==> src/rtl/clk_policy_engine.sv <==
module clk_policy_engine #(
  parameter int NCLK        = 32,
  parameter int SETTLE_W    = 16,
  parameter int SETTLE_INIT = 4
) (
  input  logic            clk,
  input  logic            rst_n,
  input  logic            wr_en,
  input  logic [2:0]      wr_addr,
  input  logic [31:0]     wr_data,
  input  logic [2:0]      rd_addr,
  output logic [31:0]     rd_data,
  output logic [NCLK-1:0] clk_en,
  output logic [1:0]      active_pol
);
  localparam logic [23:0] KEY      = 24'hA5A500;
  localparam logic [1:0]  POL_INIT = 2'd2;

  logic                unlocked_q, busy_q, stopped_q, stop_pend_q, copy_q;
  logic [1:0]          active_q, target_q;
  logic [SETTLE_W-1:0] settle_q, cnt_q;
  logic [NCLK-1:0]     mask_q [4];

  logic wr_ok, go_ok, stop_req, mask_ok;
  assign wr_ok    = wr_en && unlocked_q;
  assign go_ok    = wr_ok && wr_addr == 3'd1 && wr_data[0] && !busy_q && !stop_pend_q;
  assign stop_req = wr_ok && wr_addr == 3'd2 && wr_data[0] && !stopped_q && !stop_pend_q;
  assign mask_ok  = wr_ok && wr_addr[2] && stopped_q;

  always_ff @(posedge clk or negedge rst_n) begin
    if (!rst_n) begin
      unlocked_q <= 1'b0;
    end else if (wr_en && wr_addr == 3'd0 && wr_data[31:1] == {8'h00, KEY[23:1]}) begin
      unlocked_q <= wr_data[0];
    end
  end

  always_ff @(posedge clk or negedge rst_n) begin
    if (!rst_n) begin
      settle_q <= SETTLE_W'(SETTLE_INIT);
    end else if (wr_ok && wr_addr == 3'd3) begin
      settle_q <= wr_data[SETTLE_W-1:0];
    end
  end

  always_ff @(posedge clk or negedge rst_n) begin
    if (!rst_n) begin
      for (int i = 0; i < 4; i++) mask_q[i] <= '1;
    end else if (mask_ok) begin
      mask_q[wr_addr[1:0]] <= wr_data[NCLK-1:0];
    end
  end

  always_ff @(posedge clk or negedge rst_n) begin
    if (!rst_n) begin
      busy_q   <= 1'b0;
      copy_q   <= 1'b0;
      cnt_q    <= '0;
      active_q <= POL_INIT;
      target_q <= POL_INIT;
    end else if (go_ok) begin
      busy_q   <= 1'b1;
      copy_q   <= wr_data[2] && !wr_data[1];
      cnt_q    <= settle_q;
      target_q <= wr_data[5:4];
      if (wr_data[1]) active_q <= wr_data[5:4];
    end else if (busy_q) begin
      if (cnt_q == '0) begin
        busy_q <= 1'b0;
        if (copy_q) active_q <= target_q;
      end else begin
        cnt_q <= cnt_q - 1'b1;
      end
    end
  end

  always_ff @(posedge clk or negedge rst_n) begin
    if (!rst_n) begin
      stopped_q   <= 1'b0;
      stop_pend_q <= 1'b0;
    end else if (go_ok) begin
      stopped_q <= 1'b0;
    end else if (stop_req) begin
      stop_pend_q <= 1'b1;
    end else if (stop_pend_q && !busy_q) begin
      stop_pend_q <= 1'b0;
      stopped_q   <= 1'b1;
    end
  end

  always_comb begin
    rd_data = '0;
    case (rd_addr)
      3'd0: rd_data[0] = unlocked_q;
      3'd1: begin
        rd_data[0]   = busy_q;
        rd_data[5:4] = target_q;
        rd_data[9:8] = active_q;
      end
      3'd2: rd_data[1:0] = {stopped_q, stop_pend_q};
      3'd3: rd_data[SETTLE_W-1:0] = settle_q;
      default: rd_data[NCLK-1:0] = mask_q[rd_addr[1:0]];
    endcase
  end

  assign clk_en     = mask_q[active_q];
  assign active_pol = active_q;
endmodule

==> config.mk <==
export PLATFORM = sky130hd
export DESIGN_NAME = clk_policy_engine
export DESIGN_NICKNAME = d
export VERILOG_FILES = /design/src/rtl/clk_policy_engine.sv
export SDC_FILE = /design/constraint.sdc
export NUM_CORES = 1
export LEC_CHECK = 0
export CAP_MARGIN = 20
export CORE_UTILIZATION = 63
export CTS_BUF_LIST = sky130_fd_sc_hd__clkbuf_4
export CTS_CLUSTER_DIAMETER = 40
export DETAILED_ROUTE_END_ITERATION = 10
export GPL_TIMING_DRIVEN = 0
export PLACE_DENSITY_LB_ADDON = 0.15
export SLEW_MARGIN = 20
export SYNTH_ARGS = -nofsm -noshare
export SYNTH_HDL_FRONTEND = slang
export SYNTH_SLANG_ARGS = --single-unit
==> constraint.sdc <==
create_clock -name clk -period 6.3 [get_ports clk]
set_input_delay 1.89 -clock clk [delete_from_list [all_inputs] [get_ports clk]]
set_output_delay 1.89 -clock clk [all_outputs]
set_load 0.02 [all_outputs]
==> summary.txt, run 1 <==
Mapped Cells - 617
Synth Register Bits - 169
Slew @ Worst Pin - 0.9333 ns
Critical path class - in2out
Post-synth EDFFs - 0
CP Capture Type - primary output
Maximum vdd ir drop - 0.0001485 V
Total CTS buffers - 17
Die ar. - 14590 um^2
Post-Syn Area per Cell - 14.40 um^2
Met1 wire length - 9.012 mm
Avg WL per Cell - 23.84 um
Clock slew at reported path FFs - 0.14 ns
Status - finished clean
Sequential fraction of the synthesis area - 49.43%
Synth top area cells - dfstp_2, mux2_2, mux4_2
Min-Delay Startpoint - copy_q$_DFFE_PN0P_
Vias - 6090
Synth area leader - dfstp_2
Placer Congestion - 0.8698
Filler cell count - 855
Highest metal used - met4
First-pass GRT wire length - 35.29 mm
Worst Setup Start Kind - primary input
Initial core utilization - 64.27%
GR Overflow Total - 0
Cells along the critical path - buf_2 -> buf_2 -> nand2_1 -> nor2_1 -> a22o_1 -> clkdlybuf4s50_1
Clk sink count - 169
Mapped Area - 8887 um^2
Setup TNS Final - 0 ns
Vias in the first global route - 6380
Hold path cells - 2
Asr flop ratio synth - 100.0%
Worst slew margin - 37.44%
Layout cells sized above 1 - 52.59%
Final hold violations - 0
Critical R2R Capture - cnt_q[13]$_DFFE_PN0P_
Sw Pwr - 0.0004491 W
FMAX - 162.6 MHz
Worst skew pair latency - 0.58 ns
Primary FF master, synth - dfstp_2
Final worst-path cycle share - 97.59%
Most common cell in the synthesized netlist - mux2_2
Hold endpoint - copy_q$_DFFE_PN0P_
Period minus WS final - 6.148 ns
Slowest stage delay, CP - 0.67 ns
Final cell count without fillers - 933
HPWL Detailed - 15.43 mm
Leak - 4.151 nW
PostCTS Resize Cnt - 0
Delay-heaviest family, CP - buffers and inverters
CTS tree - yes
Switching Fraction - 22.27%
DRC errors left - 0
Worst r2r path cells - 8
Die width - 120.8 um
Slowest cell on crit path - nor2_1
CP Buf/Inv Count - 3
Iteration-0 DRC Markers - 450
Register-to-register setup slack - 3.87 ns
Critical Path Most Common Cell - buf_2
Ant diodes - 0
Final wirelength - 22.24 mm
Core area - 13830 um^2
Clock network fraction of total power - 41.0%
RSZ-0062 raised after global routing - false
Synth top cells by count - mux2_2, dfstp_2, mux4_2, dfrtp_1, nand2_1
Root Buffer - clkbuf_4
Top cell type's share of synthesized area - 38.73%
Final hold slack - 0.4982 ns
Vias per cell - 6.527
Met2 Wirelength - 11.19 mm
Synth cell types - 58
Hold buffer count at cts - 0
Worst Path Max Fanout - 10
# setup viols final - 0
Met3 wire length - 1.327 mm
Setup Fix Bufs, Post-CTS - 0
Pwr Density - 190.9 nW/um^2
Comb power frac - 5.0%
Die height - 120.8 um
Top-level I/O count - 107
Synth warnings - 0
Synthesized Nets - 659
Final nets - 782
Site row count - 43
CP Data Required Time - 4.41 ns
Initial antenna violation count - 0
Number of instances in the placed design - 901
Largest net degree at the start of global routing - 103
DRT antenna net count - 0
WP data arrival - 4.26 ns
Synth-to-Final Area Change - 18.89%
GRT Util Overall - 32.83%
Max_cap viols - 0
First-pass DRT Iterations - 5
Final Max Tran Viols - 0
CTS H-Tree Depth - 4
Int Power - 0.001568 W
Clock buffer depth - 2
IO Port Bufs - 103
RR Startpoint - cnt_q[0]$_DFFE_PN0P_
Hold WC Path Type - reg2reg
Layout Skew - 0.01491 ns
Sequential share of power - 54.0%
==> power groups by stage <==
stage | Combinational, W | Clock [W] | Sequential, W
final | 0.000101 | 0.000826 | 0.00109
after global placement | 0.0000972 | 0 | 0.00111
after detailed placement | 0.000102 | 0 | 0.00111
after CTS | 0.000102 | 0.000835 | 0.00109
after global routing | 0.000110 | 0.000880 | 0.00109
after floorplan | 0.0000271 | 0 | 0.00111
==> flip-flops by register name, indices dropped and copies added, names as in the netlist <==
| name | count |
|---|---|
| cnt_q | 16 |
| active_pol | 2 |
| settle_q | 16 |
| busy_q | 1 |
| mask_q | 128 |
| stop_pend_q | 1 |
| target_q | 2 |
| unlocked_q | 1 |
| stopped_q | 1 |
| copy_q | 1 |
==> routing by layer <==
metal  vias up  GRT usage (%)
li1       2621              -
met1      3175          43.01
met5         -              0
met3        44          6.981
met2       250          53.45
met4         0          13.97
==> cell type report <==
type                            count  area [um^2]  area share, %
Buffer                             41        177.7          1.681
Clock buffer                       19        142.6          1.350
Clock inverter                     13        247.7          2.345
Inverter                            9        33.78         0.3197
Multi-Input combinational cell    398         4283          40.53
Sequential cell                   169         4393          41.57
Tap cell                          180        225.2          2.131
Timing Repair Buffer              104         1064          10.07
==> stage by stage <==
| step | total power, W | utilization (%) | setup WS, ns | cell area (um^2) |
|---|---|---|---|---|
| floorplan | 0.001134 | - | 1.162 | 8887 |
| global placement | 0.001203 | 73.36 | -3.043 | 10140 |
| detailed placement | 0.001208 | 73.60 | 0.1172 | 10180 |
| CTS | 0.002027 | 76.42 | 0.1116 | 10570 |
| global route | 0.002080 | 76.42 | 0.006191 | 10570 |
| finish | 0.002017 | 76.42 | 0.1515 | 10570 |
==> logic make-up after synthesis <==
| kind of cell | count (synthesis) | synth area share (%) |
|---|---|---|
| multiplexers | 216 | 35.53 |
| flip-flops | 169 | 49.43 |
| AND/OR/NAND/NOR | 118 | 7.476 |
| AO/OA/AOI/OAI | 62 | 4.942 |
| buffers and inverters | 50 | 2.379 |
| XOR/XNOR | 1 | 0.09857 |
| adder cells (fa/ha/maj) | 1 | 0.1408 |
==> cells in the final DEF, fill, tap and decap left out, types with 7 or more instances in the layout <==
cell,Yosys,layout
dfstp_2,131,131
nand2_1,35,35
clkbuf_4,0,19
nor3_1,8,8
a22o_1,14,14
clkbuf_1,28,28
mux4_2,65,65
dfrtp_1,38,38
bufinv_16,0,7
nor4_1,9,9
inv_1,8,8
clkdlybuf4s50_1,0,102
nor2_1,16,16
a21oi_1,10,10
and2_1,16,16
mux2_2,145,145
o21ai_0,16,16
buf_2,7,7
==> worst max path at each step <==
stage | startpoint | end | slack [ns] | cells past startpoint
floorplan | rd_addr[1] | rd_data[1] | 1.16 | 5
global placement | rst_n | unlocked_q$_DFFE_PN0P_ | -3.04 | 1
detailed placement | rd_addr[0] | rd_data[10] | 0.12 | 6
CTS | rd_addr[0] | rd_data[10] | 0.11 | 6
global route | rd_addr[0] | rd_data[10] | 0.006 | 6
finish | rd_addr[0] | rd_data[10] | 0.15 | 6
==> tightest hold or removal path, cell delays in order, from the launching register on <==
cell	delay [ns]
dfrtp_1	0.38
nand2_1	0.05
nand2_1	0.05
Power figures use the tool's default switching activity.
==> inputs of run 2 (changes only) <==
CORE_UTILIZATION = 61   (was 63)
CTS_BUF_LIST = unset   (was sky130_fd_sc_hd__clkbuf_4)
GPL_ROUTABILITY_DRIVEN = 0   (was unset)
PLACE_DENSITY = 0.86   (was unset)
PLACE_DENSITY_LB_ADDON = unset   (was 0.15)
==> run 2 against run 1 <==
Final cell count did not move. Register-to-register slack is essentially flat. Clock power is 22% higher. Combinational power about the same. Critical path depth did not move. Die area increased by 3.2%. Routed wire length is 3.6% higher. Highest routed layer unchanged. Critical endpoint is now rd_data[1]. Worst hold slack got worse by 0.0076 ns. Flip-flop and latch count did not move. Global-route usage is 0.45 points higher.
==> summary.txt, run 2 (synthesis results as in run 1) <==
Final wirelength - 23.05 mm (was 22.24 mm)
Min-Delay Startpoint - cnt_q[9]$_DFFE_PN0P_ (was copy_q$_DFFE_PN0P_)
First-pass GRT wire length - 36.16 mm (was 35.29 mm)
First-pass DRT Iterations - 4 (was 5)
Most frequent cells in the layout - mux2_2, dfstp_2, clkdlybuf4s50_1 (unchanged)
IO Port Bufs - 103 (unchanged)
Worst setup margin - 0.1223 ns (was 0.1515 ns)
Final worst-path cycle share - 98.06% (was 97.59%)
Synth-to-Final Area Change - 20.92% (was 18.89%)
Layout cells sized above 1 - 52.72% (was 52.59%)
Most common cell after layout, fill and taps aside - mux2_2 (unchanged)
Setup TNS Final - 0 ns (unchanged)
Clock buffer depth - 2 (unchanged)
Initial core utilization - 63.29% (was 64.27%)
Hold WC Path Type - reg2reg (unchanged)
Final Total Pwr - 0.002205 W (was 0.002017 W)
Final Max Tran Viols - 0 (unchanged)
DRC errors left - 0 (unchanged)
Final nets - 782 (unchanged)
Site row count - 43 (unchanged)
WP data arrival - 4.29 ns (was 4.26 ns)
Area of the multi-input gates - 4285 um^2 (was 4283 um^2)
Final hold violations - 0 (unchanged)
Reg area - 4393 um^2 (unchanged)
HPWL Detailed - 15.96 mm (was 15.43 mm)
Vias in the first global route - 6496 (was 6380)
Ant diodes - 0 (unchanged)
Max_cap viols - 0 (unchanged)
Maximum vdd ir drop - 0.0002262 V (was 0.0001485 V)
Period minus WS final - 6.178 ns (was 6.148 ns)
Core area - 14040 um^2 (was 13830 um^2)
DRT antenna net count - 0 (unchanged)
Layout Skew - 0.006591 ns (was 0.01491 ns)
CTS tree - yes (unchanged)
Clk sink count - 169 (unchanged)
Worst skew pair latency - 0.43 ns (was 0.58 ns)
Critical path class - in2out (unchanged)
Max FFs per register - 128 (unchanged)
Number of instances in the placed design - 901 (unchanged)
Die height - 122.7 um (was 120.8 um)
Clock slew at reported path FFs - 0.06 ns (was 0.14 ns)
Final cell count without fillers - 933 (unchanged)
GRT Util Overall - 33.28% (was 32.83%)
Final hold slack - 0.4906 ns (was 0.4982 ns)
CP Data Required Time - 4.41 ns (about the same)
CP startpoint - rd_addr[1] (was rd_addr[0])
Largest net degree at the start of global routing - 94 (was 103)
Worst Setup Start Kind - primary input (unchanged)
Die ar. - 15060 um^2 (was 14590 um^2)
Iteration-0 DRC Markers - 511 (was 450)
Biggest regs - mask_q: 128 flops, cnt_q: 16 flops, settle_q: 16 flops (unchanged)
Most flop-heavy register - mask_q (unchanged)
CTS H-Tree Depth - 4 (unchanged)
Slew @ Worst Pin - 0.9187 ns (was 0.9333 ns)
GR Overflow Total - 0 (unchanged)
RSZ-0062 raised after global routing - false (unchanged)
Hold buffer count at cts - 0 (unchanged)
Worst Path Max Fanout - 10 (unchanged)
Worst slew margin - 38.42% (was 37.44%)
FMAX - 161.9 MHz (was 162.6 MHz)
Register-to-register setup slack - 3.88 ns (was 3.87 ns)
Leak - 4.241 nW (was 4.151 nW)
Total CTS buffers - 17 (unchanged)
# setup viols final - 0 (unchanged)
Avg WL per Cell - 24.70 um (was 23.84 um)
Initial antenna violation count - 0 (unchanged)
Vias - 6176 (was 6090)
Pwr Density - 205.2 nW/um^2 (was 190.9 nW/um^2)
Vias per cell - 6.620 (was 6.527)
Filler cell count - 814 (was 855)
Status - finished clean (unchanged)
Top-level I/O count - 107 (unchanged)
Root Buffer - clkbuf_16 (was clkbuf_4)
CP Capture Type - primary output (unchanged)
RR Startpoint - cnt_q[0]$_DFFE_PN0P_ (unchanged)
Die width - 122.7 um (was 120.8 um)
Post-place setup slack - 0.1256 ns (was 0.1172 ns)
[run 2: layout make-up]
class | count | area share [%]
well taps | 180 | 2.096
plain buffers | 41 | 1.653
repair buffers | 104 | 9.896
clock inverters | 12 | 1.036
clock buffers | 20 | 4.250
flip-flops and latches | 169 | 40.88
multi-input cells | 398 | 39.88
inverters | 9 | 0.3144
[run 2: layer usage]
layer,GRT usage (%),wire [um],vias to the layer above
met5,0,0,-
met4,14.25,706,0
met3,8.643,1666,54
met2,53.09,11430,270
met1,43.32,9248,3221
li1,-,-,2631
[run 2: path summary, 6_finish.rpt]
path | depth (start not counted) | endpoint
worst max-delay path | 6 | rd_data[1]
worst min-delay path | 1 | cnt_q[9]$_DFFE_PN0P_
worst max register to register | 8 | cnt_q[7]$_DFFE_PN0P_
worst min register to register | 1 | cnt_q[9]$_DFFE_PN0P_
max in group asynchronous | 2 | mask_q[68]$_DFFE_PN1P_
min in group asynchronous | 1 | unlocked_q$_DFFE_PN0P_
[run 2: report_power, final]
| part | switching (W) | internal, W | total [W] | leakage (nW) |
|---|---|---|---|---|
| clock | 0.000442 | 0.000571 | 0.00101 | 0.287 |
| combinational | 0.0000647 | 0.0000373 | 0.000102 | 2.11 |
| sequential | 0.00000000000269 | 0.00109 | 0.00109 | 1.84 |
[run 2: stage by stage]
stage	util (%)	area [um^2]
after floorplan	-	8887
after global placement	72.24	10140
after detailed placement	72.47	10180
after CTS	76.51	10740
after global routing	76.53	10750
final	76.53	10750
[run 2: worst max-delay path, cell delays in order]
cell and delay, ns:
clkbuf_1 0.57, clkbuf_1 0.63, mux4_2 0.40, nand2_1 0.07
o21ai_0 0.13, clkdlybuf4s50_1 0.58
[run 2: what timing repair did]
action	in CTS	in global routing
endpoints found under the setup margin	0	6
setup buffers	0	0
gates resized for setup	0	1
==> inputs of run 3 (changes only) <==
GPL_ROUTABILITY_DRIVEN = unset   (was 0)
==> run 3 against run 2 <==
Core utilization is 0.14 points higher. Register-to-register slack worse by 0.02 ns. Global-route usage hardly changed. Clock power is 4% higher. Sequential share of layout area is 0.076 points lower. Clock skew is 0.0021 ns higher. Final cell count stayed put. Fmax is 0.70% lower. Non-clock buffer count stayed put. Highest routed layer unchanged.
==> summary.txt, run 3 (synthesis results as in run 1) <==
Total CTS buffers - 17 (unchanged)
DRC errors left - 0 (unchanged)
Max_cap viols - 0 (unchanged)
CP Data Required Time - 4.41 ns (about the same)
Final wirelength - 23.17 mm (was 23.05 mm)
WP data arrival - 4.33 ns (was 4.29 ns)
Iteration-0 DRC Markers - 489 (was 511)
Clock buffer depth - 2 (unchanged)
Layout cells sized above 1 - 52.86% (was 52.72%)
Most flop-heavy register - mask_q (unchanged)
RSZ-0062 raised after global routing - false (unchanged)
Die height - 122.7 um (unchanged)
Placer Congestion - 0.9035
Period minus WS final - 6.221 ns (was 6.178 ns)
CTS tree - yes (unchanged)
Reg area - 4393 um^2 (unchanged)
Most frequent cells in the layout - mux2_2, dfstp_2, clkdlybuf4s50_1 (unchanged)
CTS H-Tree Depth - 4 (unchanged)
Root Buffer - clkbuf_16 (unchanged)
Worst setup margin - 0.07852 ns (was 0.1223 ns)
Worst Setup Start Kind - primary input (unchanged)
Initial core utilization - 63.29% (unchanged)
Vias in the first global route - 6480 (was 6496)
Final worst-path cycle share - 98.75% (was 98.06%)
Vias - 6272 (was 6176)
Ant diodes - 0 (unchanged)
Worst Path Max Fanout - 10 (unchanged)
Layout Skew - 0.008647 ns (was 0.006591 ns)
# setup viols final - 0 (unchanged)
Avg WL per Cell - 24.83 um (was 24.70 um)
First-pass DRT Iterations - 5 (was 4)
GR Overflow Total - 0 (unchanged)
Max FFs per register - 128 (unchanged)
DRT antenna net count - 0 (unchanged)
Synth-to-Final Area Change - 21.15% (was 20.92%)
Site row count - 43 (unchanged)
Clk sink count - 169 (unchanged)
Final hold violations - 0 (unchanged)
Status - finished clean (unchanged)
GRT Util Overall - 33.30% (was 33.28%)
HPWL Detailed - 15.89 mm (was 15.96 mm)
Biggest regs - mask_q: 128 flops, cnt_q: 16 flops, settle_q: 16 flops (unchanged)
Slew @ Worst Pin - 0.9044 ns (was 0.9187 ns)
Top-level I/O count - 107 (unchanged)
Filler cell count - 841 (was 814)
Worst skew pair latency - 0.45 ns (was 0.43 ns)
Clock slew at reported path FFs - 0.06 ns (about the same)
Die ar. - 15060 um^2 (unchanged)
Leak - 4.243 nW (was 4.241 nW)
Final nets - 782 (unchanged)
Register-to-register setup slack - 3.86 ns (was 3.88 ns)
Critical path class - in2out (unchanged)
Pwr Density - 208.0 nW/um^2 (was 205.2 nW/um^2)
Largest net degree at the start of global routing - 98 (was 94)
Setup TNS Final - 0 ns (unchanged)
Initial antenna violation count - 0 (unchanged)
FMAX - 160.7 MHz (was 161.9 MHz)
Hold WC Path Type - reg2reg (unchanged)
Busiest layer in global routing - met2 (unchanged)
Met2 usage - 51.62% (was 53.09%)
Most common cell after layout, fill and taps aside - mux2_2 (unchanged)
Vias per cell - 6.722 (was 6.620)
Worst slew margin - 39.24% (was 38.42%)
IO Port Bufs - 103 (unchanged)
Final core area utilization - 76.67% (was 76.53%)
First-pass GRT wire length - 36.14 mm (was 36.16 mm)
Die width - 122.7 um (unchanged)
CP Capture Type - primary output (unchanged)
Final Max Tran Viols - 0 (unchanged)
GR met3 Demand/Resource - 7.714% (was 8.643%)
Area of the multi-input gates - 4285 um^2 (unchanged)
M1 GR Usage - 45.51% (was 43.32%)
Maximum vdd ir drop - 0.0001954 V (was 0.0002262 V)
Core area - 14040 um^2 (unchanged)
Post-place setup slack - 0.04655 ns (was 0.1256 ns)
==> run 3: layer usage <==
metal / routed length [um] / up-vias / share of wire, %
li1: - / 2628 / -
met1: 9603 / 3303 / 41
met2: 11270 / 284 / 49
met3: 1635 / 57 / 7.1
met4: 652 / 0 / 2.8
met5: 0 / - / 0
==> run 3: worst max-delay path, stage by stage <==
cell and delay [ns]:
clkbuf_1 0.55, clkbuf_1 0.68, mux4_2 0.42, nand2_1 0.08
o21ai_0 0.12, clkdlybuf4s50_1 0.59
==> run 3: repair_timing <==
action / in CTS / in global routing
buffers inserted: 0 / 0
hold buffers: 0 / 0
gates resized for setup: 0 / 1
setup endpoints to repair: 0 / 10
==> run 3: where the power goes <==
part           internal (W)     switching [W]
sequential          0.00109  0.00000000000276
combinational     0.0000373         0.0000651
clock              0.000576          0.000471
total               0.00170          0.000536
==> run 3: worst paths after layout <==
check	start	end	depth (start not counted)
min in group asynchronous	rst_n	unlocked_q$_DFFE_PN0P_	1
max in group asynchronous	rst_n	mask_q[114]$_DFFE_PN1P_	2
min reg2reg	target_q[1]$_DFFE_PN1P_	target_q[1]$_DFFE_PN1P_	2
min	target_q[1]$_DFFE_PN1P_	target_q[1]$_DFFE_PN1P_	2
max	rd_addr[1]	rd_data[1]	6
max reg2reg	cnt_q[0]$_DFFE_PN0P_	cnt_q[11]$_DFFE_PN0P_	8
==> run 3: per-stage QoR <==
step / area [um^2] / hold WS [ns] / total power, W / instances
finish: 10770 / 0.4831 / 0.002239 / 933
global route: 10770 / 0.5077 / 0.002298 / 933
CTS: 10760 / 0.4892 / 0.002247 / 933
detailed placement: 10180 / 0.4768 / 0.001208 / 901
global placement: 10140 / 0.4658 / 0.001202 / 900
floorplan: 8887 / 0.4400 / 0.001134 / 617
==> run 3: area by class of cell <==
class                      count  area share [%]
tap                          180           2.092
clock inverter                13           1.255
sequential                   169           40.80
multi-input combinational    398           39.80
clock buffer                  19           4.207
inverter                       9          0.3138
timing repair buffer         104           9.878
buffer                        41           1.650
